$ cat config.mk
export PLATFORM = sky130hd
export DESIGN_NAME = clkstop_ctrl
export DESIGN_NICKNAME = d
export VERILOG_FILES = /design/src/rtl/clkstop_pkg.sv /design/src/rtl/clkstop_sync.sv /design/src/rtl/clkstop_div.sv /design/src/rtl/clkstop_gate.sv /design/src/rtl/clkstop_pwr.sv /design/src/rtl/clkstop_ctrl.sv
export SDC_FILE = /design/constraint.sdc
export NUM_CORES = 1
export LEC_CHECK = 0
export BUFFER_PORTS_ARGS = -buffer_cell sky130_fd_sc_hd__buf_4
export CORE_UTILIZATION = 50
export DETAILED_ROUTE_END_ITERATION = 8
export HOLD_SLACK_MARGIN = 0.1
export PLACE_DENSITY_LB_ADDON = 0.12
export SYNTH_ARGS = -nofsm -noshare
export SYNTH_HDL_FRONTEND = slang
export SYNTH_SLANG_ARGS = --single-unit
$ cat constraint.sdc
create_clock -name clk -period 2.5 [get_ports clk]
set_clock_uncertainty 0.2 [all_clocks]
set_input_delay 0.125 -clock clk [delete_from_list [all_inputs] [get_ports clk]]
set_output_delay 0.125 -clock clk [all_outputs]
set_load 0.01 [all_outputs]
$ cat src/rtl/clkstop_pkg.sv
package clkstop_pkg;

  typedef enum logic [1:0] {
    PD_RUN  = 2'd0,
    PD_DOWN = 2'd1,
    PD_WAKE = 2'd2
  } pd_state_t;

  function automatic int max3(input int a, input int b, input int c);
    int m;
    m = (a > b) ? a : b;
    return (m > c) ? m : c;
  endfunction

endpackage

$ cat src/rtl/clkstop_sync.sv
module clkstop_sync #(
  parameter int W = 3,
  parameter int STAGES = 2,
  parameter logic [W-1:0] RST_VAL = '1
) (
  input  logic         clk,
  input  logic         rst,
  input  logic [W-1:0] din,
  output logic [W-1:0] dout
);

  logic [STAGES-1:0][W-1:0] sr;

  always_ff @(posedge clk) begin
    if (rst) sr <= {STAGES{RST_VAL}};
    else     sr <= {sr[STAGES-2:0], din};
  end

  assign dout = sr[STAGES-1];

endmodule

$ cat src/rtl/clkstop_div.sv
module clkstop_div #(
  parameter int CW = 3
) (
  input  logic          clk,
  input  logic          rst,
  input  logic [CW-1:0] half,
  output logic          lvl,
  output logic          lvl_nxt,
  output logic          rise
);

  logic [CW-1:0] cnt;
  logic          wrap;

  assign wrap    = (cnt == half - CW'(1));
  assign lvl_nxt = wrap ? ~lvl : lvl;
  assign rise    = wrap & ~lvl;

  // Level starts high so that both dividers share rising edges at 2*half multiples
  always_ff @(posedge clk) begin
    if (rst) begin
      cnt <= '0;
      lvl <= 1'b1;
    end else if (wrap) begin
      cnt <= '0;
      lvl <= ~lvl;
    end else begin
      cnt <= cnt + CW'(1);
    end
  end

endmodule

$ cat src/rtl/clkstop_gate.sv
module clkstop_gate #(
  parameter int N = 2,
  parameter int STAGES = 2
) (
  input  logic         clk,
  input  logic         rst,
  input  logic         run,
  input  logic         rise,
  input  logic         lvl,
  input  logic         lvl_nxt,
  output logic [N-1:0] clk_out
);

  logic [STAGES-1:0] pipe_q;
  logic [STAGES-1:0] pipe_d;
  logic              gate_nxt;

  generate
    if (STAGES == 1) begin : g_one
      assign pipe_d = run;
    end else begin : g_many
      assign pipe_d = {pipe_q[STAGES-2:0], run};
    end
  endgenerate

  assign gate_nxt = rise ? pipe_d[STAGES-1] : pipe_q[STAGES-1];

  // Request pipeline advances only at the low-to-high boundary of the domain
  always_ff @(posedge clk) begin
    if (rst)       pipe_q <= '0;
    else if (rise) pipe_q <= pipe_d;
  end

  for (genvar gi = 0; gi < N; gi++) begin : g_copy
    always_ff @(posedge clk) begin
      if (rst) clk_out[gi] <= 1'b0;
      else     clk_out[gi] <= lvl_nxt & gate_nxt;
    end
  end

  AST_GATE_IN_LOW: assert property (@(posedge clk) disable iff (rst)
    !$stable(pipe_q[STAGES-1]) |-> !$past(lvl)) else $error("gate moved in high phase");

  AST_FALL_WITH_LVL: assert property (@(posedge clk) disable iff (rst)
    $fell(clk_out[0]) |-> $fell(lvl)) else $error("output cut short");

endmodule

$ cat src/rtl/clkstop_pwr.sv
module clkstop_pwr
  import clkstop_pkg::*;
#(
  parameter int RESTART_CYC = 1200000
) (
  input  logic clk,
  input  logic rst,
  input  logic pd_n_s,
  output logic run_ok
);

  localparam int CNT_W = (RESTART_CYC < 2) ? 1 : $clog2(RESTART_CYC + 1);

  pd_state_t        state;
  logic [CNT_W-1:0] cnt;

  always_ff @(posedge clk) begin
    if (rst) begin
      state <= PD_RUN;
      cnt   <= '0;
    end else if (!pd_n_s) begin
      state <= PD_DOWN;
      cnt   <= '0;
    end else begin
      case (state)
        PD_DOWN: begin
          state <= PD_WAKE;
          cnt   <= '0;
        end
        PD_WAKE: begin
          if (cnt == CNT_W'(RESTART_CYC - 1)) state <= PD_RUN;
          else                                cnt   <= cnt + CNT_W'(1);
        end
        default: state <= PD_RUN;
      endcase
    end
  end

  assign run_ok = (state == PD_RUN);

  AST_DOWN_ON_REQ: assert property (@(posedge clk) disable iff (rst)
    !pd_n_s |=> state == PD_DOWN) else $error("power-down not entered");

  AST_WAKE_LEN: assert property (@(posedge clk) disable iff (rst)
    (state == PD_RUN && $past(state) == PD_WAKE) |-> $past(cnt) == CNT_W'(RESTART_CYC - 1))
    else $error("restart delay too short");

endmodule

$ cat src/rtl/clkstop_ctrl.sv
module clkstop_ctrl
  import clkstop_pkg::*;
#(
  parameter int N_CPU       = 2,
  parameter int N_PCI       = 5,
  parameter int HALF_FAST   = 2,
  parameter int HALF_SLOW   = 3,
  parameter int PCI_HALF    = 6,
  parameter int RESTART_CYC = 1200000,
  parameter int SYNC_STAGES = 2,
  parameter int GATE_STAGES = 2
) (
  input  logic             clk,
  input  logic             rst,
  input  logic             sel_fast_strap,
  input  logic             oe_strap,
  input  logic             cpu_stop_n,
  input  logic             pci_stop_n,
  input  logic             pwr_dwn_n,
  output logic [N_CPU-1:0] cpu_clk,
  output logic [N_PCI-1:0] pci_clk,
  output logic             pci_clk_free,
  output logic             out_en
);

  localparam int HMAX = max3(HALF_FAST, HALF_SLOW, PCI_HALF);
  localparam int CW   = $clog2(HMAX + 1);

  logic          sel_q;
  logic          oe_q;
  logic [CW-1:0] cpu_half;
  logic          cpu_lvl, cpu_nxt, cpu_rise;
  logic          pci_lvl, pci_nxt, pci_rise;
  logic [2:0]    req_s;
  logic          run_ok;
  logic [0:0]    free_vec;

  always_ff @(posedge clk) begin
    if (rst) begin
      sel_q <= sel_fast_strap;
      oe_q  <= oe_strap;
    end
  end

  assign out_en   = oe_q;
  assign cpu_half = sel_q ? CW'(HALF_FAST) : CW'(HALF_SLOW);

  clkstop_div #(.CW(CW)) u_cpu_div (
    .clk(clk), .rst(rst), .half(cpu_half),
    .lvl(cpu_lvl), .lvl_nxt(cpu_nxt), .rise(cpu_rise)
  );

  clkstop_div #(.CW(CW)) u_pci_div (
    .clk(clk), .rst(rst), .half(CW'(PCI_HALF)),
    .lvl(pci_lvl), .lvl_nxt(pci_nxt), .rise(pci_rise)
  );

  clkstop_sync #(.W(3), .STAGES(SYNC_STAGES), .RST_VAL(3'b111)) u_sync (
    .clk(clk), .rst(rst),
    .din({pwr_dwn_n, pci_stop_n, cpu_stop_n}),
    .dout(req_s)
  );

  clkstop_pwr #(.RESTART_CYC(RESTART_CYC)) u_pwr (
    .clk(clk), .rst(rst), .pd_n_s(req_s[2]), .run_ok(run_ok)
  );

  clkstop_gate #(.N(N_CPU), .STAGES(GATE_STAGES)) u_cpu_gate (
    .clk(clk), .rst(rst), .run(req_s[0] & run_ok), .rise(cpu_rise),
    .lvl(cpu_lvl), .lvl_nxt(cpu_nxt), .clk_out(cpu_clk)
  );

  clkstop_gate #(.N(N_PCI), .STAGES(GATE_STAGES)) u_pci_gate (
    .clk(clk), .rst(rst), .run(req_s[1] & run_ok), .rise(pci_rise),
    .lvl(pci_lvl), .lvl_nxt(pci_nxt), .clk_out(pci_clk)
  );

  clkstop_gate #(.N(1), .STAGES(GATE_STAGES)) u_free_gate (
    .clk(clk), .rst(rst), .run(run_ok), .rise(pci_rise),
    .lvl(pci_lvl), .lvl_nxt(pci_nxt), .clk_out(free_vec)
  );

  assign pci_clk_free = free_vec[0];

  initial begin
    AST_RATIO_PARAM: assert (PCI_HALF == 3 * HALF_FAST && PCI_HALF == 2 * HALF_SLOW)
      else $error("divider ratios must be 2:1 and 3:1");
  end

  AST_PCI_ALIGN: assert property (@(posedge clk) disable iff (rst)
    $rose(pci_lvl) |-> $rose(cpu_lvl)) else $error("PCI edge off CPU edge");

  AST_CPU_COPIES: assert property (@(posedge clk) disable iff (rst)
    (cpu_clk == '0) || (cpu_clk == '1)) else $error("CPU copies differ");

endmodule

---- Word-level counts from Yosys, hierarchy flattened ----
Index checks and enable logic that the tools add are counted.
storage, ports and cells
  word-level logic and storage cells ...... 56
  input port bits ......................... 7
  register bits ........................... 48
  output and inout port bits .............. 9
cells by class
  multiplexer cells ....................... 11
  eq/ne operators ......................... 8
  add/sub/neg operators ................... 4
  reduce and logical (&&, ||, !) cells .... 6
  bitwise operators ....................... 10
operator list
  cell                                                   count
  one-hot mux 21 bit (2 select lines)                    1
  adder 21 x 1 -> 21 bit, second input constant          1
  equality test 21 bit, second input constant            1
  two-way mux 21 bit                                     1
  AND 1 bit                                              7
  two-way mux 1 bit                                      7
  adder 3 x 1 -> 3 bit, second input constant            2
  OR reduction 2 bit                                     3
  one-hot mux 2 bit (2 select lines)                     1
  equality test 3 bit                                    1
  equality test 3 bit, second input constant             1
  inequality test 3 x 2 -> 1 bit, second input constant  1
  NOT 1 bit                                              3
  subtractor 2 x 1 -> 3 bit, second input constant       1
  equality test 2 x 1 -> 1 bit, second input constant    1
  equality test 2 bit, second input constant             1
  logical NOT 2 bit                                      1
  two-way mux 2 bit                                      1
  inequality test 2 x 1 -> 1 bit, second input constant  1
  inequality test 2 bit, second input constant           1
  AND reduction 2 bit                                    1
  nonzero test 2 bit                                     1

---- Logic depth before layout (Yosys ltp) ----
  depth in word-level cells ............... 6
  gate-level depth with buffers ........... 7
  gate-level depth less buffers ........... 6

---- Hierarchy ----
Synthesis repeated with hierarchy kept, for this count alone.
unflattened totals
  cells, all modules ...................... 272
  area total of the unflattened synthesis .. 2501.1 um^2
by module, submodules not included
  module                       area an instance (um^2)  seq. area each (um^2)  instances  cells each
  clkstop_pwr                  1388.8                   460.4                  1          171
  clkstop_div                  255.2                    80.1                   2          25
  clkstop_sync                 180.2                    120.1                  1          15
  clkstop_gate at u_pci_gate   130.1                    60.1                   1          12
  clkstop_gate at u_cpu_gate   107.6                    60.1                   1          9
  clkstop_gate at u_free_gate  100.1                    60.1                   1          8
  clkstop_ctrl                 83.8                     60.1                   1          7

---- Worst setup path after synthesis ----
Ideal clock, no wire load.
  path kind ............................... reg2reg
  start point ............................. register u_pwr.cnt[18]
  end point ............................... register u_pwr.cnt[3]
  period minus slack after synthesis ...... 1903 ps
  stages on the path, launching flop included .. 6
  required time ........................... 2228 ps
  buffers on the path ..................... 0
  library setup time ...................... 72 ps
  data arrival time ....................... 1632 ps
  slack ................................... 597 ps
  cell sequence ........................... dfxtp_1 > or4_4 > nor4_2 > a31oi_2 > nand3_1 > mux2i_1
between the ends
  cells in the longest elaborated chain, start to end .. 3
ends and longest elaborated chain
  what                                    line               RTL
  start, declared                         clkstop_pwr.sv:15  logic [CNT_W-1:0] cnt;
  start signal, assigned                  clkstop_pwr.sv:32  else cnt <= cnt + CNT_W'(1);
  equality test 21 bit                    clkstop_pwr.sv:31  if (cnt == CNT_W'(RESTART_CYC - 1)) state <= PD_RUN;
  inequality test 2 bit (no source line)  n/a
  AND reduction 2 bit (no source line)    n/a
Every way passes these cells.
A chain may end at the register's enable or synchronous reset.

---- Worst setup path in the final report ----
  start point ............................. register u_pwr.cnt[0]
  end point ............................... register u_pwr.cnt[20]
between the ends
  cells in the longest elaborated chain, start to end .. 3
  elaborated cells between the ends (all ways) .. 6
  classes of those cells .................. 1 x add/sub; 2 x eq/ne; 2 x mux; 1 x reduce/logical
ends and longest elaborated chain
  what                                                                        line
  adder 21 x 1 -> 21 bit or equality test 21 bit (tied branches)              clkstop_pwr.sv:32, clkstop_pwr.sv:31
  two-way mux 21 bit or inequality test 2 bit (tied branches)                 n/a
  one-hot mux 21 bit (2 select lines) or AND reduction 2 bit (tied branches)  n/a
Several ways; a longest one is shown, not always the timed one. The select of a mux whose other input is x is not followed.

==> impl_results.rst <==
.. list-table::
   :header-rows: 1

   * - Metric
     - Value
   * - Result of the run
     - finished, final reports clean
   * - Die outline width
     - 68.4 um
   * - Ratio of cells with drive above 1 in the final layout
     - 17.5%
   * - Number of register bits inferred by synthesis
     - 48
   * - Critical path data arrival time
     - 2.29 ns
   * - Final non-filler cell area
     - 0.00253 mm2
   * - Worst-case setup margin in the final layout
     - 0.257 ns
   * - Number of enable-type register cells in the synthesized netlist
     - 2
   * - Die area
     - 0.00468 mm2
   * - Worst reg2reg path endpoint
     - u_pwr.cnt[20]
   * - Mean Syn Cell Area
     - 8.96 um2
   * - Clock buffers created by TritonCTS
     - 5
   * - Top cell type by total area after synthesis
     - sky130_fd_sc_hd__dfxtp_1
   * - Weighted congestion reported at the end of routability-driven placement
     - 0.808
   * - Hold/Removal Path Class
     - register to register
   * - RR Startpoint
     - u_pwr.cnt[0]
   * - Number of global-route vias before repair
     - 1575
   * - Post-route fraction of the period consumed by the critical path
     - 89.7%
   * - Sum Neg Setup Slack
     - 0 ns
   * - Number of buffers inserted by port buffering
     - 15
   * - Estimated wirelength of the detail-placed design
     - 2730 um
   * - Largest driver fanout on the critical path
     - 7
   * - Final max-slew violation count
     - 0
   * - Global-route wire length before repair
     - 6990 um
   * - Clock sink count
     - 48
   * - Detailed-route via count
     - 1768
   * - DRC viols
     - 0
   * - Pin count of the biggest net entering global routing
     - 26
   * - Detailed-route wire length
     - 4170 um
   * - Critical path origin
     - u_pwr.cnt[0]
   * - Setup Viol. Count Final
     - 0
   * - Starting density of the core
     - 53.6%
   * - Buffer count from post-CTS setup fixing
     - 0
   * - GRT Total Usage
     - 20.3%
   * - Leak pwr
     - 0.980 nW
   * - Area added between synthesis and finish
     - 15.0%
   * - Row count
     - 23
   * - Bufs on Longest Clock Path
     - 2
   * - Clock Tree Root
     - sky130_fd_sc_hd__clkbuf_8
   * - Max-slew headroom at the worst pin
     - 59.7%
   * - Clock-pin slew on the worst setup and hold paths
     - 0.10 ns
   * - Area after detailed placement
     - 0.00234 mm2
   * - Final critical path time including I/O delays and setup
     - 2.24 ns
   * - CP endpoint kind
     - register
   * - Upper clock frequency limit
     - 446 MHz
   * - Number of nets at the end of the flow
     - 281
   * - CTS tree
     - done
   * - Most frequently used flop master after synthesis
     - sky130_fd_sc_hd__dfxtp_1
   * - Actual transition at the worst max-transition pin
     - 0.604 ns
   * - Power density over the cells
     - 551 mW/mm2
   * - Number of antenna cells inserted
     - 0
   * - Clock Latency Late Sink
     - 0.30 ns
   * - Tot Pwr
     - 1.40 mW
   * - R2r setup slk
     - 0.26 ns
   * - Top cells by area, synth
     - sky130_fd_sc_hd__dfxtp_1 42%, sky130_fd_sc_hd__mux2i_1 4.1%, sky130_fd_sc_hd__nor2_1 3.7%
   * - Max-capacitance violation count
     - 0
   * - Async SR Flop Fraction
     - 0%
   * - Kind of critical path
     - register to register
   * - Post-DR wirelength/cell
     - 13.1 um
   * - Number of levels in the clock H-tree
     - 2
   * - Worst-case setup slack after placement
     - 0.374 ns
   * - Total gr overflow
     - 0
   * - Synthesized netlist net count
     - 259
   * - Post-Syn Instances
     - 246
   * - Placeable Area
     - 0.00412 mm2
   * - Number of antenna violations at the first check in global routing
     - 0
   * - Netlist area before placement
     - 0.00220 mm2
   * - Startpoint type of the worst setup path
     - register
   * - Required @ worst endpoint
     - 2.54 ns
   * - Yosys warning total
     - 0
   * - CP endpoint
     - u_pwr.cnt[20]
   * - Placed Cells
     - 302
   * - Iteration count of the initial detailed-routing pass
     - 4
   * - Post-synth cell types
     - 50
   * - Die height
     - 68.4 um
   * - Count of cells along the worst register-to-register path
     - 6
   * - Remaining number of nets flagged by the antenna check after routing
     - 0
   * - Count of endpoints failing hold in the final timing report
     - 0
   * - Final standard cell count with taps included and fillers excluded
     - 319
   * - DRC marker count from the first detailed-route iteration
     - 107
   * - Setup repair after global routing missed its margin
     - no
   * - Portion of synthesized cell area occupied by the leading cell type
     - 41.8%
   * - Register area share after synthesis
     - 44.5%
   * - Max VDD drop
     - 0.433 mV
   * - Count of boundary I/O pins
     - 16
   * - Vias per Instance
     - 5.54
[synthesized netlist by cell type (4+ instances only)]
cell,count
sky130_fd_sc_hd__nand2_1,20
sky130_fd_sc_hd__o21ai_1,5
sky130_fd_sc_hd__buf_4,5
sky130_fd_sc_hd__dfxtp_1,46
sky130_fd_sc_hd__clkbuf_1,7
sky130_fd_sc_hd__nand3_1,16
sky130_fd_sc_hd__and2_1,4
sky130_fd_sc_hd__inv_1,9
sky130_fd_sc_hd__nor3_1,7
sky130_fd_sc_hd__nor2_1,22
sky130_fd_sc_hd__nand4_1,5
sky130_fd_sc_hd__a31oi_1,4
sky130_fd_sc_hd__a21oi_1,14
sky130_fd_sc_hd__ha_1,6
sky130_fd_sc_hd__or2_2,8
sky130_fd_sc_hd__nand2b_1,9
sky130_fd_sc_hd__mux2i_1,9
[power breakdown]
group	internal (mW)	switching (mW)
clock	0.205	0.275
combinational	0.0525	0.0558
sequential	0.795	0.0133
[worst min-delay path by stage]
stage | from | endpoint | cells past startpoint
2_1_floorplan | oe_strap | out_en | 0
3_3_place_gp | sel_fast_strap | sel_q | 1
3_5_place_dp | oe_strap | out_en | 1
4_1_cts | u_sync.sr[1] | u_sync.dout[1] | 1
5_1_grt | u_sync.sr[2] | u_sync.dout[2] | 1
6_report | u_sync.sr[2] | u_sync.dout[2] | 1
[critical path, stage by stage, from the launching register on]
cell and delay [ns]:
sky130_fd_sc_hd__dfxtp_1 0.41, sky130_fd_sc_hd__ha_1 0.30, sky130_fd_sc_hd__nand3_1 0.32, sky130_fd_sc_hd__nor3_2 0.27, sky130_fd_sc_hd__nand3_1 0.14, sky130_fd_sc_hd__or4_1 0.47, sky130_fd_sc_hd__o21ai_1 0.08
[routing by layer]
| layer | wire length, um | vias to the layer above | part of all wire, % | GRT usage, % |
|---|---|---|---|---|
| li1 | - | 915 | - | - |
| met1 | 2000 | 828 | 48 | 26.1 |
| met2 | 2030 | 23 | 49 | 33.5 |
| met3 | 115 | 2 | 2.8 | 5.00 |
| met4 | 21 | 0 | 0.50 | 5.47 |
| met5 | 0 | - | 0 | 0 |
[area by class of cell]
| type | instances | area (um2) |
|---|---|---|
| fillers | 365 | 1580 |
| multi-input cells | 173 | 1120 |
| flip-flops and latches | 48 | 981 |
| repair buffers | 29 | 240 |
| clock buffers | 5 | 68.8 |
| well taps | 50 | 62.6 |
| inverters | 11 | 41.3 |
| clock inverters | 3 | 23.8 |
[logic make-up (layout without fill, tap and decap cells)]
logic type               count (synthesis)  in the layout  share of synthesized area, %
flip-flops                              48             48                          44.5
XOR/XNOR                                 1              1                         0.397
buffers and inverters                   25             48                          5.22
adder cells (fa/ha/maj)                  6              6                          3.41
multiplexers                             9              9                          4.09
AND/OR/NAND/NOR                        114            114                          29.6
AO/OA/AOI/OAI                           43             43                          12.8
[cells in the final DEF, fill, tap and decap left out, drive strengths merged, types with 5 or more instances in the layout]
cell type    count
a21oi           14
nand2           20
nor3             8
or2              8
buf             20
nor2            22
o21ai            8
a31oi            5
dlygate4sd3      9
nand4            6
nand3           16
nand2b           9
inv             12
ha               6
clkbuf           5
dfxtp           46
nor4             5
mux2i            9
[flip-flops by register name, summed over array words and instances (netlist names), 2 cells and up]
| name | count |
|---|---|
| u_free_gate.pipe_q | 2 |
| u_pci_div.cnt | 3 |
| u_sync.dout | 3 |
| u_pwr.cnt | 21 |
| u_cpu_div.cnt | 3 |
| u_sync.sr | 3 |
| u_pwr.state | 2 |
| u_pci_gate.pipe_q | 2 |
| u_cpu_gate.pipe_q | 2 |
[repair_timing]
item,in CTS,in global routing
hold endpoints to repair,25,0
hold buffers,9,0
resized for setup,0,1
endpoints found under the setup margin,0,1
[through the flow]
stage,utilization (%),hold slack (ns)
final,61.6,0.221
after global routing,61.6,0.236
after CTS,61.4,0.220
after detailed placement,56.9,0.104
after global placement,56.9,0.103
after floorplan,-,0.0239
Power figures use the tool's default switching activity.
